## src/rtl/lane_ovr_pkg.sv

```systemverilog
package lane_ovr_pkg;

  localparam int unsigned FIELD_W      = 3;
  localparam int unsigned BIT_HALF     = 0;
  localparam int unsigned DPLL_LSB     = 8;
  localparam int unsigned ATTEN_LSB    = 10;
  localparam int unsigned BIT_DPLL_RST = 11;
  localparam int unsigned BIT_RX_OVR   = 14;
  localparam int unsigned BIT_TX_OVR   = 15;
  localparam int unsigned LANE_SHIFT   = 8;

  localparam logic [15:0] BASE_TX_STS = 16'h2001;
  localparam logic [15:0] BASE_RX_STS = 16'h2002;
  localparam logic [15:0] BASE_TX_OVR = 16'h2004;
  localparam logic [15:0] BASE_RX_OVR = 16'h2005;

  typedef enum logic [1:0] {REG_TX_STS, REG_RX_STS, REG_TX_OVR, REG_RX_OVR} reg_sel_e;

  typedef enum logic [3:0] {
    OP_LOAD, OP_CLR_RXO, OP_SET_RXO, OP_MODE, OP_SET_RST,
    OP_CLR_RST, OP_CLR_TXO, OP_SET_TXO, OP_ATTEN
  } word_op_e;

  typedef enum logic [1:0] {ST_IDLE, ST_REQ, ST_GAP} seq_state_e;

  typedef struct packed {
    logic     wr;
    reg_sel_e sel;
    word_op_e op;
    logic     poll;
    logic     last;
  } step_t;

  localparam logic [3:0] STEP_OVR_FIRST = 4'd0;
  localparam logic [3:0] STEP_DIS_FIRST = 4'd11;

  // micro-program: 0..10 override, 11..12 disable
  function automatic step_t step_decode(input logic [3:0] idx);
    step_t s;
    s = '{wr: 1'b0, sel: REG_RX_STS, op: OP_LOAD, poll: 1'b0, last: 1'b1};
    case (idx)
      4'd0:  s = '{wr: 1'b0, sel: REG_RX_STS, op: OP_LOAD,    poll: 1'b1, last: 1'b0};
      4'd1:  s = '{wr: 1'b0, sel: REG_RX_STS, op: OP_LOAD,    poll: 1'b0, last: 1'b0};
      4'd2:  s = '{wr: 1'b1, sel: REG_RX_OVR, op: OP_CLR_RXO, poll: 1'b0, last: 1'b0};
      4'd3:  s = '{wr: 1'b1, sel: REG_RX_OVR, op: OP_SET_RXO, poll: 1'b0, last: 1'b0};
      4'd4:  s = '{wr: 1'b1, sel: REG_RX_OVR, op: OP_MODE,    poll: 1'b0, last: 1'b0};
      4'd5:  s = '{wr: 1'b1, sel: REG_RX_OVR, op: OP_SET_RST, poll: 1'b0, last: 1'b0};
      4'd6:  s = '{wr: 1'b1, sel: REG_RX_OVR, op: OP_CLR_RST, poll: 1'b0, last: 1'b0};
      4'd7:  s = '{wr: 1'b0, sel: REG_TX_STS, op: OP_LOAD,    poll: 1'b0, last: 1'b0};
      4'd8:  s = '{wr: 1'b1, sel: REG_TX_OVR, op: OP_CLR_TXO, poll: 1'b0, last: 1'b0};
      4'd9:  s = '{wr: 1'b1, sel: REG_TX_OVR, op: OP_SET_TXO, poll: 1'b0, last: 1'b0};
      4'd10: s = '{wr: 1'b1, sel: REG_TX_OVR, op: OP_ATTEN,   poll: 1'b0, last: 1'b1};
      4'd11: s = '{wr: 1'b0, sel: REG_RX_STS, op: OP_LOAD,    poll: 1'b0, last: 1'b0};
      4'd12: s = '{wr: 1'b1, sel: REG_RX_OVR, op: OP_CLR_RXO, poll: 1'b0, last: 1'b1};
      default: ;
    endcase
    return s;
  endfunction

endpackage

```

## src/rtl/lane_ovr_addr.sv

```systemverilog
module lane_ovr_addr
  import lane_ovr_pkg::*;
#(
  parameter int ADDR_W = 16,
  parameter int LANE_W = 2
) (
  input  reg_sel_e            sel_i,
  input  logic [LANE_W-1:0]   lane_i,
  output logic [ADDR_W-1:0]   addr_o
);
  logic [ADDR_W-1:0] base;

  always_comb begin
    case (sel_i)
      REG_TX_STS: base = ADDR_W'(BASE_TX_STS);
      REG_RX_STS: base = ADDR_W'(BASE_RX_STS);
      REG_TX_OVR: base = ADDR_W'(BASE_TX_OVR);
      default:    base = ADDR_W'(BASE_RX_OVR);
    endcase
  end

  assign addr_o = base + (ADDR_W'(lane_i) << LANE_SHIFT);
endmodule

```

## src/rtl/lane_ovr_alu.sv

```systemverilog
module lane_ovr_alu
  import lane_ovr_pkg::*;
#(
  parameter int DATA_W = 16
) (
  input  word_op_e             op_i,
  input  logic [DATA_W-1:0]    word_i,
  input  logic [FIELD_W-1:0]   mode_i,
  input  logic [FIELD_W-1:0]   atten_i,
  output logic [DATA_W-1:0]    word_o
);
  localparam logic [DATA_W-1:0] ONE      = DATA_W'(1);
  localparam logic [DATA_W-1:0] RXO_M    = ONE << BIT_RX_OVR;
  localparam logic [DATA_W-1:0] TXO_M    = ONE << BIT_TX_OVR;
  localparam logic [DATA_W-1:0] RST_M    = ONE << BIT_DPLL_RST;
  localparam logic [DATA_W-1:0] FIELD_M  = DATA_W'((1 << FIELD_W) - 1);
  localparam logic [DATA_W-1:0] DPLL_M   = FIELD_M << DPLL_LSB;

  always_comb begin
    case (op_i)
      OP_CLR_RXO: word_o = word_i & ~RXO_M;
      OP_SET_RXO: word_o = word_i | RXO_M;
      OP_MODE:    word_o = (word_i & ~DPLL_M) | ((DATA_W'(mode_i) & FIELD_M) << DPLL_LSB);
      OP_SET_RST: word_o = word_i | RST_M;
      OP_CLR_RST: word_o = word_i & ~RST_M;
      OP_CLR_TXO: word_o = word_i & ~TXO_M;
      OP_SET_TXO: word_o = word_i | TXO_M;
      // attenuation masked to its field width before shifting
      OP_ATTEN:   word_o = word_i | ((DATA_W'(atten_i) & FIELD_M) << ATTEN_LSB);
      default:    word_o = word_i;
    endcase
  end
endmodule

```

## src/rtl/lane_ovr_poll.sv

```systemverilog
module lane_ovr_poll #(
  parameter int MAX_POLLS = 1000
) (
  input  logic clk_i,
  input  logic rst_ni,
  input  logic clr_i,
  input  logic inc_i,
  output logic last_o
);
  localparam int CNT_W = $clog2(MAX_POLLS + 1);

  logic [CNT_W-1:0] cnt_q;

  always_ff @(posedge clk_i or negedge rst_ni) begin
    if (!rst_ni)    cnt_q <= '0;
    else if (clr_i) cnt_q <= '0;
    else if (inc_i) cnt_q <= cnt_q + 1'b1;
  end

  // high while the read in flight is the MAX_POLLS-th poll
  assign last_o = (cnt_q == CNT_W'(MAX_POLLS - 1));
endmodule

```

## src/rtl/lane_ovr_seq.sv

```systemverilog
module lane_ovr_seq
  import lane_ovr_pkg::*;
#(
  parameter int ADDR_W    = 16,
  parameter int DATA_W    = 16,
  parameter int LANE_W    = 2,
  parameter int MAX_POLLS = 1000
) (
  input  logic                clk_i,
  input  logic                rst_ni,
  input  logic                start_i,
  input  logic                disable_i,
  input  logic [LANE_W-1:0]   lane_i,
  input  logic [FIELD_W-1:0]  atten_i,
  input  logic [FIELD_W-1:0]  dpll_mode_i,
  output logic                cmd_valid_o,
  output logic                cmd_write_o,
  output logic [ADDR_W-1:0]   cmd_addr_o,
  output logic [DATA_W-1:0]   cmd_wdata_o,
  input  logic                cmd_done_i,
  input  logic [DATA_W-1:0]   cmd_rdata_i,
  output logic                done_o
);
  seq_state_e           state_q;
  logic [3:0]           step_q;
  logic [LANE_W-1:0]    lane_q;
  logic [FIELD_W-1:0]   atten_q;
  logic [FIELD_W-1:0]   mode_q;
  logic [DATA_W-1:0]    word_q;
  logic                 done_q;
  step_t                step_cur;
  logic [DATA_W-1:0]    alu_word;
  logic                 poll_last;
  logic                 repoll;
  logic                 req_done;

  assign step_cur = step_decode(step_q);
  assign req_done = (state_q == ST_REQ) && cmd_done_i;
  assign repoll   = step_cur.poll && cmd_rdata_i[BIT_HALF] && !poll_last;

  lane_ovr_addr #(.ADDR_W(ADDR_W), .LANE_W(LANE_W)) u_addr (
    .sel_i  (step_cur.sel),
    .lane_i (lane_q),
    .addr_o (cmd_addr_o)
  );

  lane_ovr_alu #(.DATA_W(DATA_W)) u_alu (
    .op_i    (step_cur.op),
    .word_i  (word_q),
    .mode_i  (mode_q),
    .atten_i (atten_q),
    .word_o  (alu_word)
  );

  lane_ovr_poll #(.MAX_POLLS(MAX_POLLS)) u_poll (
    .clk_i  (clk_i),
    .rst_ni (rst_ni),
    .clr_i  ((state_q == ST_IDLE) && start_i),
    .inc_i  (req_done && repoll),
    .last_o (poll_last)
  );

  always_ff @(posedge clk_i or negedge rst_ni) begin
    if (!rst_ni) begin
      state_q <= ST_IDLE;
      step_q  <= '0;
      lane_q  <= '0;
      atten_q <= '0;
      mode_q  <= '0;
      word_q  <= '0;
      done_q  <= 1'b0;
    end else begin
      done_q <= 1'b0;
      case (state_q)
        ST_IDLE: begin
          if (start_i) begin
            state_q <= ST_REQ;
            step_q  <= STEP_OVR_FIRST;
            lane_q  <= lane_i;
            atten_q <= atten_i;
            mode_q  <= dpll_mode_i;
          end else if (disable_i) begin
            state_q <= ST_REQ;
            step_q  <= STEP_DIS_FIRST;
            lane_q  <= lane_i;
          end
        end
        ST_REQ: begin
          if (cmd_done_i) begin
            word_q <= step_cur.wr ? alu_word : cmd_rdata_i;
            if (repoll) begin
              state_q <= ST_GAP;
            end else if (step_cur.last) begin
              state_q <= ST_IDLE;
              done_q  <= 1'b1;
            end else begin
              step_q  <= step_q + 4'd1;
              state_q <= ST_GAP;
            end
          end
        end
        ST_GAP:  state_q <= ST_REQ;
        default: state_q <= ST_IDLE;
      endcase
    end
  end

  assign cmd_valid_o = (state_q == ST_REQ);
  assign cmd_write_o = step_cur.wr;
  assign cmd_wdata_o = step_cur.wr ? alu_word : '0;
  assign done_o      = done_q;
endmodule

```

## config.mk

```make
export PLATFORM = sky130hd
export DESIGN_NAME = lane_ovr_seq
export DESIGN_NICKNAME = d
export VERILOG_FILES = /design/src/rtl/lane_ovr_pkg.sv /design/src/rtl/lane_ovr_addr.sv /design/src/rtl/lane_ovr_alu.sv /design/src/rtl/lane_ovr_poll.sv /design/src/rtl/lane_ovr_seq.sv
export SDC_FILE = /design/constraint.sdc
export NUM_CORES = 1
export LEC_CHECK = 0
export ABC_AREA = 0
export BUFFER_PORTS_ARGS = -buffer_cell sky130_fd_sc_hd__buf_2
export CORE_MARGIN = 1
export CORE_UTILIZATION = 45
export CTS_CLUSTER_SIZE = 25
export DETAILED_ROUTE_END_ITERATION = 12
export HOLD_SLACK_MARGIN = 0.1
export MAX_ROUTING_LAYER = met4
export PLACE_DENSITY = 0.69
export SETUP_SLACK_MARGIN = 0.02
export SLEW_MARGIN = 20
export SYNTH_ARGS = -nofsm -noshare
export SYNTH_HDL_FRONTEND = slang
export SYNTH_HIERARCHICAL = 1
export SYNTH_SLANG_ARGS = --single-unit
```

## constraint.sdc

```tcl
create_clock -name clk_i -period 6.8 [get_ports clk_i]
set_input_delay 1.36 -clock clk_i [delete_from_list [all_inputs] [get_ports clk_i]]
set_output_delay 1.36 -clock clk_i [all_outputs]
set_load 0.01 [all_outputs]
```

### Yosys cells after proc, flatten, opt, wreduce, memory -nomap -nowiden

Cells that the tools add are included.

| word-level totals | value |
|---|---|
| word-level logic and storage cells | 85 |
| input port bits | 29 |
| register bits | 41 |
| output and inout bits | 35 |

| cells by class | value |
|---|---|
| equality and inequality tests | 29 |
| bitwise operators | 2 |
| add/subtract/negate cells | 3 |
| multiplexer cells | 25 |
| reduce and logical (&&, ||, !) cells | 18 |

Operators by type and width:

| kind | count |
|---|---|
| one-hot mux 16 bit (8 select lines) | 1 |
| one-hot mux 9 bit (12 select lines) | 1 |
| == test 4 x 3 -> 1 bit (second input constant) | 8 |
| 2-to-1 mux 16 bit | 2 |
| == test 4 bit (second input constant) | 6 |
| 2-to-1 mux 10 bit | 2 |
| 2-to-1 mux 4 bit | 5 |
| == test 4 x 2 -> 1 bit (second input constant) | 4 |
| bitwise OR 16 x 11 -> 16 bit | 1 |
| bitwise OR 16 x 13 -> 16 bit | 1 |
| adder 14 x 10 -> 15 bit | 1 |
| 2-to-1 mux 2 bit | 7 |
| adder 10 x 1 -> 10 bit (second input constant) | 1 |
| == test 10 bit (second input constant) | 1 |
| one-hot mux 3 bit (3 select lines) | 1 |
| == test 4 x 1 -> 1 bit (second input constant) | 2 |
| one-hot mux 4 bit (2 select lines) | 1 |
| AND reduction 2 bit | 4 |
| one-hot mux 2 bit (3 select lines) | 1 |
| nonzero test 2 bit | 3 |
| logical AND 1 bit | 5 |
| AND reduction 5 bit | 1 |
| adder 4 x 1 -> 4 bit (second input constant) | 1 |
| == test 2 x 1 -> 1 bit (second input constant) | 2 |
| other kinds (9) | 15 |

### Logic depth before layout (Yosys ltp)

| logic depth | value |
|---|---|
| word-level depth | 8 |
| mapped depth | 10 |
| mapped depth without buffers | 9 |

### Modules after synthesis

Netlist, hierarchy kept.

Modules (own cells, without submodules):

| module | instances | seq. area each (sq um) | cells an instance | area an instance (sq um) |
|---|---|---|---|---|
| lane_ovr_seq | 1 | 775.7 | 185 | 1776.7 |
| lane_ovr_poll | 1 | 250.2 | 51 | 526.8 |
| lane_ovr_alu | 1 | 0.0 | 33 | 211.5 |
| lane_ovr_addr | 1 | 0.0 | 21 | 156.4 |

### Least setup slack after synthesis

No wires, ideal clock.

| timing path | value |
|---|---|
| path type | register to output |
| from | register step_q[0] |
| to | output cmd_wdata_o[8] |
| path slack | 3.212 ns |
| path buffers | 1 |
| required time | 5.440 ns |
| arrival | 2.228 ns |
| cell stages (with the launch flop) | 10 |
| path through | dfrtp_1 > inv_1 > ha_1 > buf_2 > nand2b_1 > a221oi_1 > nand2_1 > nor3_2 > mux2_2 > and2_1 |

RTL lines:

| item | line | source |
|---|---|---|
| start: declaration | lane_ovr_seq.sv:25 | `logic [3:0] step_q;` |
| start signal: assignment | lane_ovr_seq.sv:97 | `step_q <= step_q + 4'd1;` |
| end: declaration | lane_ovr_seq.sv:19 | `output logic [DATA_W-1:0] cmd_wdata_o,` |

==> flow_metrics.tcl <==
set metrics [dict create \
    area_growth_pct 11.1 \
    min_path_type "reg -> reg" \
    antennaDiodeCount 0 \
    antenna_found_initial 0 \
    drv_slew 0 \
    setup_viol 0 \
    dpl.hpwl_um 3620 \
    yosys_warnings 6 \
    required_ns 5.44 \
    synth-compound-area-share_pct 12.9 \
    synth_edf_count 0 \
    ys_seq_area_share_pct 38.4 \
    crit_type "reg -> out" \
    synth_seq_cells 41 \
    drc 0 \
    io_pins 64 \
    synth_top_cell_by_area "dfrtp_1" \
    synth.distinct_cells 54 \
    fin_area_um2 2970 \
    dr_total_vias 2080 \
    cts.sinks 41 \
    grt_pass1_wl_um 8720 \
    cp-end-kind "output port" \
    core_um2 5610 \
    wl_per_cell_um 13.4 \
    async_flop_share_pct 100 \
    num_rows 27 \
    nFillCells 535 \
    fin_crit_sh_pct 63.3 \
    grt_start_max_net_pins 42 \
    p_per_area_nw_per_um2 491 \
    synthTopCellsByCount "dfrtp_1, nand2_1, and2_1, mux2i_1" \
    synth_most_common_cell "dfrtp_1" \
    numCtsBuffers 5 \
    syn_avg_cell_area_um2 9.21 \
    cts_tree "done" \
    synth_top_cell_area_share_pct 38.4 \
    drive_gt1_share_pct 25.1 \
    instances_no_fill 395 \
    vias_per_cell 5.27 \
    dr.pass1.iters 4 \
    syn_inst 290 \
    fin_crit_ns 4.31 \
    start_util_pct 47.6 \
    routed_wl_um 5280 \
    clk_pin_slew_ns 0.08 \
    cts_resized 0 \
    ant_nets 0 \
    fp.dieH_um 79.0 \
    h-tree-depth 2 \
    finalPower_uw 1460 \
    synthAdderAreaFrac_pct 3.75 \
    p_leak_uw 0.00143 \
    final-hold-violation-count 0 \
    cp_max_fo 9 \
    grt_usage_pct 18.5 \
    max_freq_mhz 232 \
    grt_overflow 0 \
    place_inst 387 \
    tightest_slew_ns 0.915 \
    status "complete, no violations" \
    nNetsFinal 359 \
    die-area_um2 6250 \
    yosys_most_used_dff "dfrtp_1" \
    synthSimpleGateAreaFrac_pct 22.0 \
    rsz0062_at_grt "no" \
    drtIter0Drc 118 \
    place_congestion 0.918 \
    skew_ns 0.00666 \
    syn_area_um2 2670 \
    grt_pass1_vias 1889 \
    clock_latency_ns 0.30 \
    placed_area_um2 2850 \
    cp-start-kind "flip-flop" \
    clk_path_buf_depth 2 \
    synth.area.top_cells "dfrtp_1, mux2i_1, buf_4" \
    cts_root_buffer "clkbuf_8" \
    max_cap_violations 0 \
    port_buffers 52 \
    cp_data_arrival_time_ns 2.95 \
    die_x_um 79.0 \
    fin_setup_tns_ns 0 \
    post-cts-setup-buffer-count 0 \
    ir_drop_uv 248 \
    maxSlewHeadroom_pct 38.6 \
    muxShareOfSynthArea_pct 11.5 \
    synth-xor-area-share_pct 1.31 \
    cts_hold_buf 0 \
    synth_top_family_by_area "simple AND/OR/NAND/NOR gates" \
]
## logic make-up (layout without fill, tap and decap cells)
| group | Yosys count | in the layout |
|---|---|---|
| flip-flops | 41 | 41 |
| buffers and inverters | 49 | 73 |
| XOR/XNOR | 4 | 4 |
| other | 2 | 11 |
| adder cells (fa/ha/maj) | 8 | 8 |
| multiplexers | 29 | 29 |
| AO/OA/AOI/OAI | 53 | 53 |
| AND/OR/NAND/NOR | 104 | 104 |
## sequential cells by signal, indices dropped and copies added, names as in the netlist
signal        flops
atten_q           3
word_q           16
state_q           2
mode_q            3
lane_q            2
done_o            1
u_poll/cnt_q     10
step_q            4
## layout by cell type (no fill, tap or decap), drive strengths merged, types with 3 or more instances in the layout
| master | n |
|---|---|
| a21oi | 8 |
| inv | 11 |
| or4 | 5 |
| nand4 | 5 |
| dfrtp | 41 |
| nor2b | 5 |
| xor2 | 3 |
| nor4b | 3 |
| o211ai | 3 |
| buf | 54 |
| o31ai | 6 |
| and2 | 18 |
| ha | 8 |
| o21ai | 23 |
| nor4 | 3 |
| nor2 | 15 |
| clkbuf | 6 |
| nor3 | 9 |
| conb | 11 |
| mux2i | 18 |
| nand2 | 30 |
| mux2 | 11 |
| nand3 | 4 |
## layout make-up
class | instances | area [um^2] | share of cell area (%)
flip-flops and latches | 41 | 1030 | 34.6
inverters | 11 | 41.3 | 1.39
well taps | 72 | 90.1 | 3.03
repair buffers | 54 | 275 | 9.27
clock buffers | 6 | 82.6 | 2.78
multi-input cells | 209 | 1420 | 47.7
clock inverters | 2 | 37.5 | 1.26
## critical path, stage by stage, from the launching register on
cell and delay (ns):
dfrtp_1 0.45, inv_1 0.12, ha_1 0.33, nand2b_1 0.09, a221oi_1 0.64, nand2_1 0.14
nor3_2 0.24, mux2_2 0.38, and2_1 0.13, buf_2 0.13
## final timing paths
check / end / depth (start not counted) / slack (ns) / start
worst max-delay path: cmd_wdata_o[9] / 9 / 2.49 / step_q[1]
min in group asynchronous: lane_q[0] / 1 / 1.19 / rst_ni
worst min register to register: word_q[12] / 2 / 0.50 / word_q[12]
max in group asynchronous: mode_q[0] / 1 / 5.03 / rst_ni
worst min-delay path: word_q[12] / 2 / 0.50 / word_q[12]
worst max register to register: u_poll/cnt_q[9] / 8 / 4.02 / step_q[1]
## power by group
part           internal (uW)  switching, uW
combinational            368            473
clock                    119           89.8
sequential               333           76.1
## metrics by stage
stage / hold WS [ns] / setup WS, ns / util (%)
after floorplan: 0.448 / 3.21 / -
after global placement: 0.471 / 2.85 / 50.8
after detailed placement: 0.476 / 2.82 / 50.8
after CTS: 0.500 / 2.48 / 52.9
after global routing: 0.526 / 2.25 / 52.9
final: 0.497 / 2.49 / 52.9
## per-layer routing
layer / GRT usage, % / vias up / part of all wire, %
li1: - / 1050 / -
met1: 22.6 / 970 / 46
met2: 30.3 / 53 / 48
met3: 3.56 / 7 / 3.6
met4: 6.73 / 0 / 1.9
met5: - / - / 0
No activity file was read; power rests on OpenSTA's default activity.
